**src/rtl/bus_unstick_pkg.sv**
```systemverilog
package bus_unstick_pkg;
  typedef enum logic [2:0] {
    SQ_IDLE,
    SQ_PULSE_LO,
    SQ_PULSE_HI,
    SQ_STOP_SCL,
    SQ_STOP_SDA,
    SQ_STOP_REL_SCL,
    SQ_STOP_REL_SDA,
    SQ_MRST
  } seq_state_t;
endpackage

```
**src/rtl/bus_line_watch.sv**
```systemverilog
module bus_line_watch #(
  parameter int SYNC_DEPTH = 2
) (
  input  logic clk,
  input  logic rst_n,
  input  logic scl_pin,
  input  logic sda_pin,
  output logic scl_s,
  output logic sda_s,
  output logic bus_busy,
  output logic stop_seen
);
  logic [SYNC_DEPTH-1:0] scl_ff, sda_ff;
  logic scl_q, sda_q;
  logic start_seen;

  generate
    if (SYNC_DEPTH == 1) begin : g_one
      always_ff @(posedge clk or negedge rst_n)
        if (!rst_n) begin
          scl_ff <= '1;
          sda_ff <= '1;
        end else begin
          scl_ff <= scl_pin;
          sda_ff <= sda_pin;
        end
    end else begin : g_many
      always_ff @(posedge clk or negedge rst_n)
        if (!rst_n) begin
          scl_ff <= '1;
          sda_ff <= '1;
        end else begin
          scl_ff <= {scl_ff[SYNC_DEPTH-2:0], scl_pin};
          sda_ff <= {sda_ff[SYNC_DEPTH-2:0], sda_pin};
        end
    end
  endgenerate

  assign scl_s = scl_ff[SYNC_DEPTH-1];
  assign sda_s = sda_ff[SYNC_DEPTH-1];

  // SCL high across both samples, SDA edge between them
  assign start_seen = scl_s && scl_q && sda_q && !sda_s;
  assign stop_seen  = scl_s && scl_q && !sda_q && sda_s;

  always_ff @(posedge clk or negedge rst_n)
    if (!rst_n) begin
      scl_q    <= 1'b1;
      sda_q    <= 1'b1;
      bus_busy <= 1'b0;
    end else begin
      scl_q <= scl_s;
      sda_q <= sda_s;
      if (start_seen)     bus_busy <= 1'b1;
      else if (stop_seen) bus_busy <= 1'b0;
    end


  no_busy_drop_chk: assert property (@(posedge clk) disable iff (!rst_n)
    $fell(bus_busy) |-> $past(sda_s) && $past(scl_s));
endmodule

```
**src/rtl/hang_trigger_policy.sv**
```systemverilog
module hang_trigger_policy #(
  parameter int CNT_W = 8,
  parameter int TMO_W = 20
) (
  input  logic             clk,
  input  logic             rst_n,
  input  logic             multi_master,
  input  logic             busy_refused,
  input  logic             bus_busy,
  input  logic             stop_seen,
  input  logic             accept,
  input  logic [CNT_W-1:0] refuse_limit,
  input  logic [TMO_W-1:0] busy_timeout,
  output logic             trigger
);
  logic [CNT_W-1:0] ref_cnt;
  logic [TMO_W-1:0] tmo_cnt;
  logic [CNT_W:0]   ref_next;
  logic             ref_hit, tmo_hit;

  always_ff @(posedge clk or negedge rst_n)
    if (!rst_n) ref_cnt <= '0;
    else if (!accept || stop_seen) ref_cnt <= '0;
    else if (busy_refused && ref_cnt != '1) ref_cnt <= ref_cnt + 1'b1;

  always_ff @(posedge clk or negedge rst_n)
    if (!rst_n) tmo_cnt <= '0;
    else if (!accept || stop_seen || !bus_busy || !multi_master) tmo_cnt <= '0;
    else if (tmo_cnt != '1) tmo_cnt <= tmo_cnt + 1'b1;

  assign ref_next = {1'b0, ref_cnt} + 1'b1;
  assign ref_hit  = busy_refused && (ref_next >= {1'b0, refuse_limit});
  assign tmo_hit  = bus_busy && (tmo_cnt >= busy_timeout);

  always_comb begin
    if (!accept)           trigger = 1'b0;
    else if (multi_master) trigger = ref_hit || tmo_hit;
    else                   trigger = busy_refused;
  end


  no_stale_count_chk: assert property (@(posedge clk) disable iff (!rst_n)
    stop_seen |=> (ref_cnt == '0) && (tmo_cnt == '0));
endmodule

```
**src/rtl/unstick_sequencer.sv**
```systemverilog
module unstick_sequencer
  import bus_unstick_pkg::*;
#(
  parameter int HP_W       = 16,
  parameter int MAX_PULSES = 9,
  parameter int RST_CYCLES = 4
) (
  input  logic            clk,
  input  logic            rst_n,
  input  logic            trigger,
  input  logic            sda_s,
  input  logic [HP_W-1:0] half_period,
  input  logic            fatal_clear,
  output logic            accept,
  output logic            scl_pull_low,
  output logic            sda_pull_low,
  output logic            master_reset,
  output logic            recovering,
  output logic            fatal_error
);
  localparam int PC_W = $clog2(MAX_PULSES + 1);

  seq_state_t state_q, state_d;
  logic [HP_W-1:0] dwell_q, hp_load;
  logic [PC_W-1:0] pcnt_q;
  logic            fatal_q, fatal_set, pcnt_inc, phase_end;

  assign hp_load   = (half_period == '0) ? '0 : half_period - 1'b1;
  assign phase_end = (dwell_q == '0);
  assign accept    = (state_q == SQ_IDLE) && !fatal_q;

  always_comb begin
    state_d   = state_q;
    fatal_set = 1'b0;
    pcnt_inc  = 1'b0;
    case (state_q)
      SQ_IDLE:
        if (trigger && accept) state_d = sda_s ? SQ_STOP_SCL : SQ_PULSE_LO;
      SQ_PULSE_LO:
        if (phase_end) state_d = SQ_PULSE_HI;
      SQ_PULSE_HI:
        if (phase_end) begin
          if (sda_s) state_d = SQ_STOP_SCL;
          else if (pcnt_q == PC_W'(MAX_PULSES - 1)) begin
            state_d   = SQ_IDLE;
            fatal_set = 1'b1;
          end else begin
            state_d  = SQ_PULSE_LO;
            pcnt_inc = 1'b1;
          end
        end
      SQ_STOP_SCL:     if (phase_end) state_d = SQ_STOP_SDA;
      SQ_STOP_SDA:     if (phase_end) state_d = SQ_STOP_REL_SCL;
      SQ_STOP_REL_SCL: if (phase_end) state_d = SQ_STOP_REL_SDA;
      SQ_STOP_REL_SDA: if (phase_end) state_d = SQ_MRST;
      SQ_MRST:         if (phase_end) state_d = SQ_IDLE;
      default:         state_d = SQ_IDLE;
    endcase
  end

  always_ff @(posedge clk or negedge rst_n)
    if (!rst_n) begin
      state_q <= SQ_IDLE;
      dwell_q <= '0;
      pcnt_q  <= '0;
      fatal_q <= 1'b0;
    end else begin
      state_q <= state_d;
      if (state_d != state_q || pcnt_inc)
        dwell_q <= (state_d == SQ_MRST) ? HP_W'(RST_CYCLES - 1) : hp_load;
      else if (dwell_q != '0)
        dwell_q <= dwell_q - 1'b1;
      if (state_q == SQ_IDLE)  pcnt_q <= '0;
      else if (pcnt_inc)       pcnt_q <= pcnt_q + 1'b1;
      if (fatal_set)           fatal_q <= 1'b1;
      else if (fatal_clear)    fatal_q <= 1'b0;
    end

  assign scl_pull_low = (state_q == SQ_PULSE_LO) || (state_q == SQ_STOP_SCL) ||
                        (state_q == SQ_STOP_SDA);
  assign sda_pull_low = (state_q == SQ_STOP_SDA) || (state_q == SQ_STOP_REL_SCL);
  assign master_reset = (state_q == SQ_MRST);
  assign recovering   = (state_q != SQ_IDLE);
  assign fatal_error  = fatal_q;


  sda_after_scl_chk: assert property (@(posedge clk) disable iff (!rst_n)
    $rose(sda_pull_low) |-> $past(scl_pull_low));

  sda_release_last_chk: assert property (@(posedge clk) disable iff (!rst_n)
    $fell(sda_pull_low) |-> !scl_pull_low);

  fatal_sticky_chk: assert property (@(posedge clk) disable iff (!rst_n)
    fatal_error && !fatal_clear |=> fatal_error);

  no_trigger_in_fatal_chk: assert property (@(posedge clk) disable iff (!rst_n)
    fatal_error && !recovering |=> !recovering);

  pulse_bound_chk: assert property (@(posedge clk) disable iff (!rst_n)
    pcnt_q < PC_W'(MAX_PULSES));

  lines_free_in_reset_chk: assert property (@(posedge clk) disable iff (!rst_n)
    master_reset |-> !scl_pull_low && !sda_pull_low);
endmodule

```
**src/rtl/bus_unstick_ctrl.sv**
```systemverilog
module bus_unstick_ctrl #(
  parameter int CNT_W      = 8,
  parameter int TMO_W      = 20,
  parameter int HP_W       = 16,
  parameter int MAX_PULSES = 9,
  parameter int RST_CYCLES = 4,
  parameter int SYNC_DEPTH = 2
) (
  input  logic             clk,
  input  logic             rst_n,
  input  logic             scl_pin,
  input  logic             sda_pin,
  output logic             scl_pull_low,
  output logic             sda_pull_low,
  input  logic             multi_master,
  input  logic             busy_refused,
  input  logic [CNT_W-1:0] refuse_limit,
  input  logic [TMO_W-1:0] busy_timeout,
  input  logic [HP_W-1:0]  half_period,
  input  logic             fatal_clear,
  output logic             master_reset,
  output logic             bus_busy,
  output logic             recovering,
  output logic             fatal_error
);
  logic scl_s, sda_s, stop_seen, accept, trigger;

  bus_line_watch #(.SYNC_DEPTH(SYNC_DEPTH)) u_watch (
    .clk(clk), .rst_n(rst_n), .scl_pin(scl_pin), .sda_pin(sda_pin),
    .scl_s(scl_s), .sda_s(sda_s), .bus_busy(bus_busy), .stop_seen(stop_seen)
  );

  hang_trigger_policy #(.CNT_W(CNT_W), .TMO_W(TMO_W)) u_policy (
    .clk(clk), .rst_n(rst_n), .multi_master(multi_master),
    .busy_refused(busy_refused), .bus_busy(bus_busy), .stop_seen(stop_seen),
    .accept(accept), .refuse_limit(refuse_limit), .busy_timeout(busy_timeout),
    .trigger(trigger)
  );

  unstick_sequencer #(.HP_W(HP_W), .MAX_PULSES(MAX_PULSES), .RST_CYCLES(RST_CYCLES)) u_seq (
    .clk(clk), .rst_n(rst_n), .trigger(trigger), .sda_s(sda_s),
    .half_period(half_period), .fatal_clear(fatal_clear), .accept(accept),
    .scl_pull_low(scl_pull_low), .sda_pull_low(sda_pull_low),
    .master_reset(master_reset), .recovering(recovering), .fatal_error(fatal_error)
  );


  drive_only_recovering_chk: assert property (@(posedge clk) disable iff (!rst_n)
    (scl_pull_low || sda_pull_low || master_reset) |-> recovering);

  single_immediate_chk: assert property (@(posedge clk) disable iff (!rst_n)
    busy_refused && !multi_master && !recovering && !fatal_error |=> recovering);
endmodule

```
**config.mk**
```make
export PLATFORM = sky130hd
export DESIGN_NAME = bus_unstick_ctrl
export DESIGN_NICKNAME = d
export VERILOG_FILES = /design/src/rtl/bus_unstick_pkg.sv /design/src/rtl/bus_line_watch.sv /design/src/rtl/hang_trigger_policy.sv /design/src/rtl/unstick_sequencer.sv /design/src/rtl/bus_unstick_ctrl.sv
export SDC_FILE = /design/constraint.sdc
export NUM_CORES = 1
export LEC_CHECK = 0
export ABC_AREA = 1
export BUFFER_PORTS_ARGS = -buffer_cell sky130_fd_sc_hd__buf_2
export CAP_MARGIN = 40
export CORE_UTILIZATION = 59
export CTS_CLUSTER_SIZE = 10
export DETAILED_ROUTE_END_ITERATION = 12
export PLACE_DENSITY_LB_ADDON = 0.2
export SETUP_SLACK_MARGIN = 0.3
export SYNTH_ARGS = -nofsm -noshare
export SYNTH_HDL_FRONTEND = slang
export SYNTH_SLANG_ARGS = --single-unit
export TNS_END_PERCENT = 30
```
**constraint.sdc**
```tcl
create_clock -name clk -period 2.7 [get_ports clk]
set_input_delay 0.405 -clock clk [delete_from_list [all_inputs] [get_ports clk]]
set_output_delay 0.405 -clock clk [all_outputs]
set_load 0.01 [all_outputs]
```
**After elaboration in Yosys (flattened, before gate mapping)**

Cells that the tools add are included.

- Logic and storage cells: 102
- Register bits: 59
- Output and inout bits: 6
- Input port bits: 51

- Reductions and logical operators: 35
- Equal/unequal tests: 12
- $lt $le $gt $ge: 2
- Add/subtract/negate cells: 6
- Muxes and demuxes: 36

Operator list:

| cell | count |
|---|---|
| $mux W16 | 4 |
| $mux W20 | 2 |
| $logic_not A16 Y1 | 2 |
| $sub A16 B1 Y16 const B | 2 |
| $mux W3 | 9 |
| $pmux W3 S8 | 1 |
| $add A20 B1 Y20 const B | 1 |
| $ge A20 B20 Y1 | 1 |
| $ne A20 B20 Y1 const B | 1 |
| $mux W8 | 2 |
| $reduce_bool A16 Y1 | 1 |
| $eq A3 B3 Y1 const B | 5 |
| $mux W1 | 15 |
| $reduce_bool A2 Y1 | 6 |
| $logic_and A1 B1 Y1 | 10 |
| $add A8 B1 Y9 const B | 1 |
| $ge A9 B8 Y1 | 1 |
| $add A8 B1 Y8 const B | 1 |
| $logic_or A1 B1 Y1 | 8 |
| $mux W4 | 2 |
| $ne A8 B8 Y1 const B | 1 |
| $eq A3 B2 Y1 const B | 2 |
| $logic_not A1 Y1 | 6 |
| $add A4 B1 Y4 const B | 1 |
| 6 further kinds | 6 |

**Depth between registers and ports, before layout**

- Word-level depth: 12
- Mapped depth: 25
- Gate-level depth less buffers: 24

**Cells and area by module**

A second synthesis with hierarchy kept.

- Cell total of the unflattened synthesis: 675
- Area, all modules: 4901.0 µm²

Modules (own cells, without submodules):

| module | instances | area an instance (µm²) | cells an instance |
|---|---|---|---|
| hang_trigger_policy | 1 | 2482.4 | 354 |
| unstick_sequencer | 1 | 2192.1 | 305 |
| bus_line_watch | 1 | 226.5 | 16 |

**Worst setup path before layout**

OpenSTA, ideal clock, no wires.

- Path type: flip-flop to flip-flop
- Start: register u_policy.ref_cnt[0]
- End: register u_seq.dwell_q[14]
- Path slack: 0.262 ns
- Cell stages (with the launch flop): 23
- Required time: 2.583 ns
- Data arrival time: 2.321 ns
- Setup time: 0.117 ns
- Cell sequence: dfrtp_1 -> ha_1 -> nand2_1 -> nor2_1 -> nand2_1 -> nor2_1 -> xor2_1 -> ha_1 -> nand2_1 -> inv_1 -> nand2_1 -> nand2_1 -> nand2_1 -> nand2_1 -> nand2_1 -> nand2_1 -> nand2_1 -> nand3_1 -> nand2_2 -> nand3_2 -> buf_6 -> o21ai_1 -> inv_1

- Cells in the longest elaborated chain, start to end: 12
- Elaborated cells between the ends (all ways): 15

Ends and longest elaborated chain:

| what | RTL line | text |
|---|---|---|
| start: declaration | hang_trigger_policy.sv:16 | `logic [CNT_W-1:0] ref_cnt;` |
| start signal: assignment | hang_trigger_policy.sv:24 | `else if (busy_refused && ref_cnt != '1) ref_cnt <= ref_cnt + 1'b1;` |
| $add A8 B1 Y9 (*) | hang_trigger_policy.sv:31 | `assign ref_next = {1'b0, ref_cnt} + 1'b1;` |
| $ge A9 B8 Y1 (*) | hang_trigger_policy.sv:32 | `assign ref_hit = busy_refused && (ref_next >= {1'b0, refuse_limit});` |
| $logic_and A1 B1 Y1 (*) | hang_trigger_policy.sv:32 |  |
| $logic_or A1 B1 Y1 (*) | hang_trigger_policy.sv:37 | `else if (multi_master) trigger = ref_hit \|\| tmo_hit;` |
| $mux W1 (*) | hang_trigger_policy.sv:37 |  |
| $mux W1 (*) | hang_trigger_policy.sv:36 | `if (!accept) trigger = 1'b0;` |
| $logic_and A1 B1 Y1 (*) | unstick_sequencer.sv:38 | `if (trigger && accept) state_d = sda_s ? SQ_STOP_SCL : SQ_PULSE_LO;` |
| $mux W3 (*) | unstick_sequencer.sv:38 |  |
| $pmux W3 S8 (*) | unstick_sequencer.sv:36 | `case (state_q)` |
| $eq A3 B3 Y1 / $ne A3 B3 Y1 (equally long branches) | unstick_sequencer.sv:70, unstick_sequencer.sv:69 |  |
| $mux W16 / $logic_or A1 B1 Y1 (equally long branches) | unstick_sequencer.sv:70, unstick_sequencer.sv:69 |  |
| $mux W16 / $reduce_bool A2 Y1 (equally long branches) | -- |  |
| end signal: assignment | unstick_sequencer.sv:70 | `dwell_q <= (state_d == SQ_MRST) ? HP_W'(RST_CYCLES - 1) : hp_load;` |
| end signal: assignment | unstick_sequencer.sv:72 | `dwell_q <= dwell_q - 1'b1;` |
| end: declaration | unstick_sequencer.sv:24 | `logic [HP_W-1:0] dwell_q, hp_load;` |

Mark *: on every way between the ends. The rest lies on a longest branch, timed or not.
A chain may end at the register's enable or synchronous reset.

**Worst setup path after layout**

Ends and elaborated chain as after synthesis.

==> metrics.md <==
| Metric | Value |
|---|---|
| Core footprint | `7330 µm²` |
| Clock sink total | `59` |
| Pin count of the biggest net entering global routing | `31` |
| Clock Latency Late Sink | `350 ps` |
| Crit path capture type | `flop` |
| Tcrit/Tclk final | `104%` |
| Outcome | `complete, but fails checks` |
| Vias in the first global route | `4361` |
| Crit path arrival time | `3050 ps` |
| Setup TNS | `-1300 ps` |
| IO buf count | `56` |
| Failing checks | `negative setup slack` |
| Dpl cell area | `4980 µm²` |
| Detail Placement HPWL | `7940 µm` |
| CTS buffer count | `9` |
| Layout Nets | `807` |
| H-tree Lvls | `3` |
| #FFs+latches synth | `59` |
| Routed WL | `11600 µm` |
| Die H | `89.7 µm` |
| Fin area | `5550 µm²` |
| Critical path startpoint category | `flop` |
| Static leakage | `2.90 nW` |
| Post-DRT Antenna Nets | `0` |
| F_max | `355 MHz` |
| Clock transition at path regs | `80 ps` |
| VDD IR max | `0.000549 V` |
| Final min period | `2810 ps` |
| Routability cong. | `0.879` |
| Mean Syn Cell Area | `7.09 µm²` |
| Worst-margin pin slew | `491 ps` |
| DR vias/cell | `5.48` |
| Skew final | `16.0 ps` |
| Crit path required time | `2940 ps` |
| Max clock buf depth | `2` |
| CTS root buf | `clkbuf_8` |
| Maximum fanout along the worst path | `8` |
| Setup WS post-layout | `-114 ps` |
| Seq/Total Area, Yosys | `32.7%` |
| Gr usage total | `27.9%` |
| Area growth syn-to-layout | `22.3%` |
| Worst slew margin | `67.3%` |
| # IOs | `57` |
| Worst hold path type | `in2async` |
| Pwr dens | `766 nW/µm²` |
| Drt pass-1 iters | `4` |
| Global route overflow | `0` |
| Die Wd | `89.7 µm` |
| Synth warn | `0` |
| Post-placement setup slack | `-62.6 ps` |
| Most frequent cells in the layout | `nand2_1 (117), inv_1 (106), nor2_1 (66)` |
| Initial Utilization | `61.9%` |
| Die ar. | `8050 µm²` |
| CTS tree | `done` |
| DRC | `0` |
| Final Slew Violations | `0` |
| Commonest non-fill, non-tap cell in the layout | `nand2_1` |
| Unrepaired setup endpoints after global routing | `true` |
| Synth cell types | `39` |
| Post-Syn Area | `4540 µm²` |
| Hold WS | `11.6 ps` |
| Fillers | `552` |
| Total nets after synthesis | `726` |
| Layout cell share with drive strength beyond 1 | `23.6%` |
| WL per Instance | `14.1 µm` |
| Cells after Synth | `640` |
| # rows | `31` |
| DRT iter0 DRCs | `207` |
| First-pass GRT wire length | `18500 µm` |
| Initial antenna violation count | `0` |
| Diode count | `0` |
| Max Cap Viol | `0` |
| Final Hold Fails | `0` |
| WS Path Type | `reg2reg` |
| Final setup fails | `16` |
| Routed vias | `4521` |
[Yosys cell counts]
cell	n	area (µm²)
buf_2	5	25.0
o31ai_1	1	7.51
or2_2	1	6.26
buf_6	1	11.3
xor2_1	22	193
nand4_1	16	100
nand2_2	10	62.6
a211oi_1	1	7.51
o22ai_1	3	18.8
inv_2	3	11.3
clkbuf_1	4	15.0
or3_1	1	6.26
dfrtp_1	53	1330
nor2_2	6	37.5
a221oi_1	1	8.76
o21ai_1	13	65.1
nand3_2	4	40.0
nand3_1	36	180
a31oi_1	5	31.3
inv_1	109	409
nor2_4	3	33.8
nor2_1	69	259
and2_1	1	6.26
o221a_2	1	11.3
clkinv_1	1	3.75
xnor2_1	9	78.8
nand3b_1	2	15.0
dfstp_2	6	158
a21oi_1	23	115
nand4_4	1	21.3
a21o_1	2	15.0
o32ai_1	1	8.76
o21ai_0	23	115
nand2_1	132	495
nor4_1	4	25.0
o21a_1	3	22.5
ha_1	35	438
nor3_1	27	135
nor3_2	2	20.0
[metrics by stage]
stage | power (mW) | instances | util (%)
final | 4.25 | 825 | 75.7
after global routing | 4.51 | 825 | 75.7
after CTS | 3.73 | 818 | 71.9
after detailed placement | 2.75 | 795 | 68.0
after global placement | 2.69 | 795 | 68.0
after floorplan | 2.38 | 640 | -
[repair_timing]
item                                    CTS  global route
hold buffers                              0             0
gates resized for setup                   2            46
endpoints found under the setup margin   16            22
hold endpoints to repair                  0             0
pin swaps                                 4            22
setup buffers                             7             4
cloned                                    0             3
[sequential cells by signal (all words and copies together), names as in the netlist]
signal / cells
u_seq.dwell_q: 16
u_watch.sda_q: 1
u_policy.ref_cnt: 8
u_watch.sda_ff: 2
u_watch.scl_ff: 2
u_watch.bus_busy: 1
u_watch.scl_q: 1
u_seq.state_q: 3
u_policy.tmo_cnt: 20
u_seq.pcnt_q: 4
u_seq.fatal_error: 1
[critical path, stage by stage (launching register included)]
cell	delay, ps
dfrtp_1	380
ha_2	220
nand2_2	70
nor2_2	150
nand2_2	90
nor2_4	130
xor2_2	210
ha_4	240
nand2_2	50
inv_1	40
nand2_1	60
nand2_1	50
nand2_1	60
nand2_1	50
nand2_1	70
nand2_2	80
nand2_2	100
nand3_2	100
nand2_4	110
nand3_4	120
clkbuf_16	200
o21ai_2	100
inv_1	50
[worst paths after layout]
path / start / to / slack (ps) / cells after the start
worst min-delay path: rst_n / u_policy.tmo_cnt[12] / 10 / 1
max in group asynchronous: rst_n / u_watch.scl_ff[1] / 1970 / 2
worst min register to register: u_watch.sda_ff[0] / u_watch.sda_ff[1] / 350 / 0
min in group clk: scl_pin / u_watch.scl_ff[0] / 150 / 1
worst max register to register: u_policy.ref_cnt[0] / u_seq.dwell_q[14] / -110 / 22
worst max-delay path: u_policy.ref_cnt[0] / u_seq.dwell_q[14] / -110 / 22
[per-layer routing]
layer  global-route usage, %  wire length [µm]  vias up  share of wire, %
li1                        -                 -     2224                 -
met3                    4.23               545       31               4.7
met2                    49.1              5810      143                50
met1                    33.9              4940     2123                43
met4                    12.0               295        0               2.5
met5                       0                 0        -                 0
[cell type report]
type	instances	area, µm²	area share, %
Clock buffer	10	138	2.48
Sequential cell	59	1490	26.7
Tap cell	99	124	2.23
Timing Repair Buffer	80	519	9.35
Inverter	113	424	7.64
Multi-Input combinational cell	458	2770	50.0
Clock inverter	6	88.8	1.60
[logic make-up after synthesis]
family	synth area share [%]
and+or+nand+nor	31.8
buffers and inverters	10.5
AOI/OAI and AO/OA	9.40
DFF	32.7
adders and majority gates	9.65
xor gates and xnor gates	5.98
[report_power, final]
group | internal (mW) | switching [mW] | total (mW)
Clock | 0.544 | 0.374 | 0.918
Sequential | 1.06 | 0.185 | 1.24
Combinational | 0.882 | 1.21 | 2.09
Power figures use the tool's default switching activity.
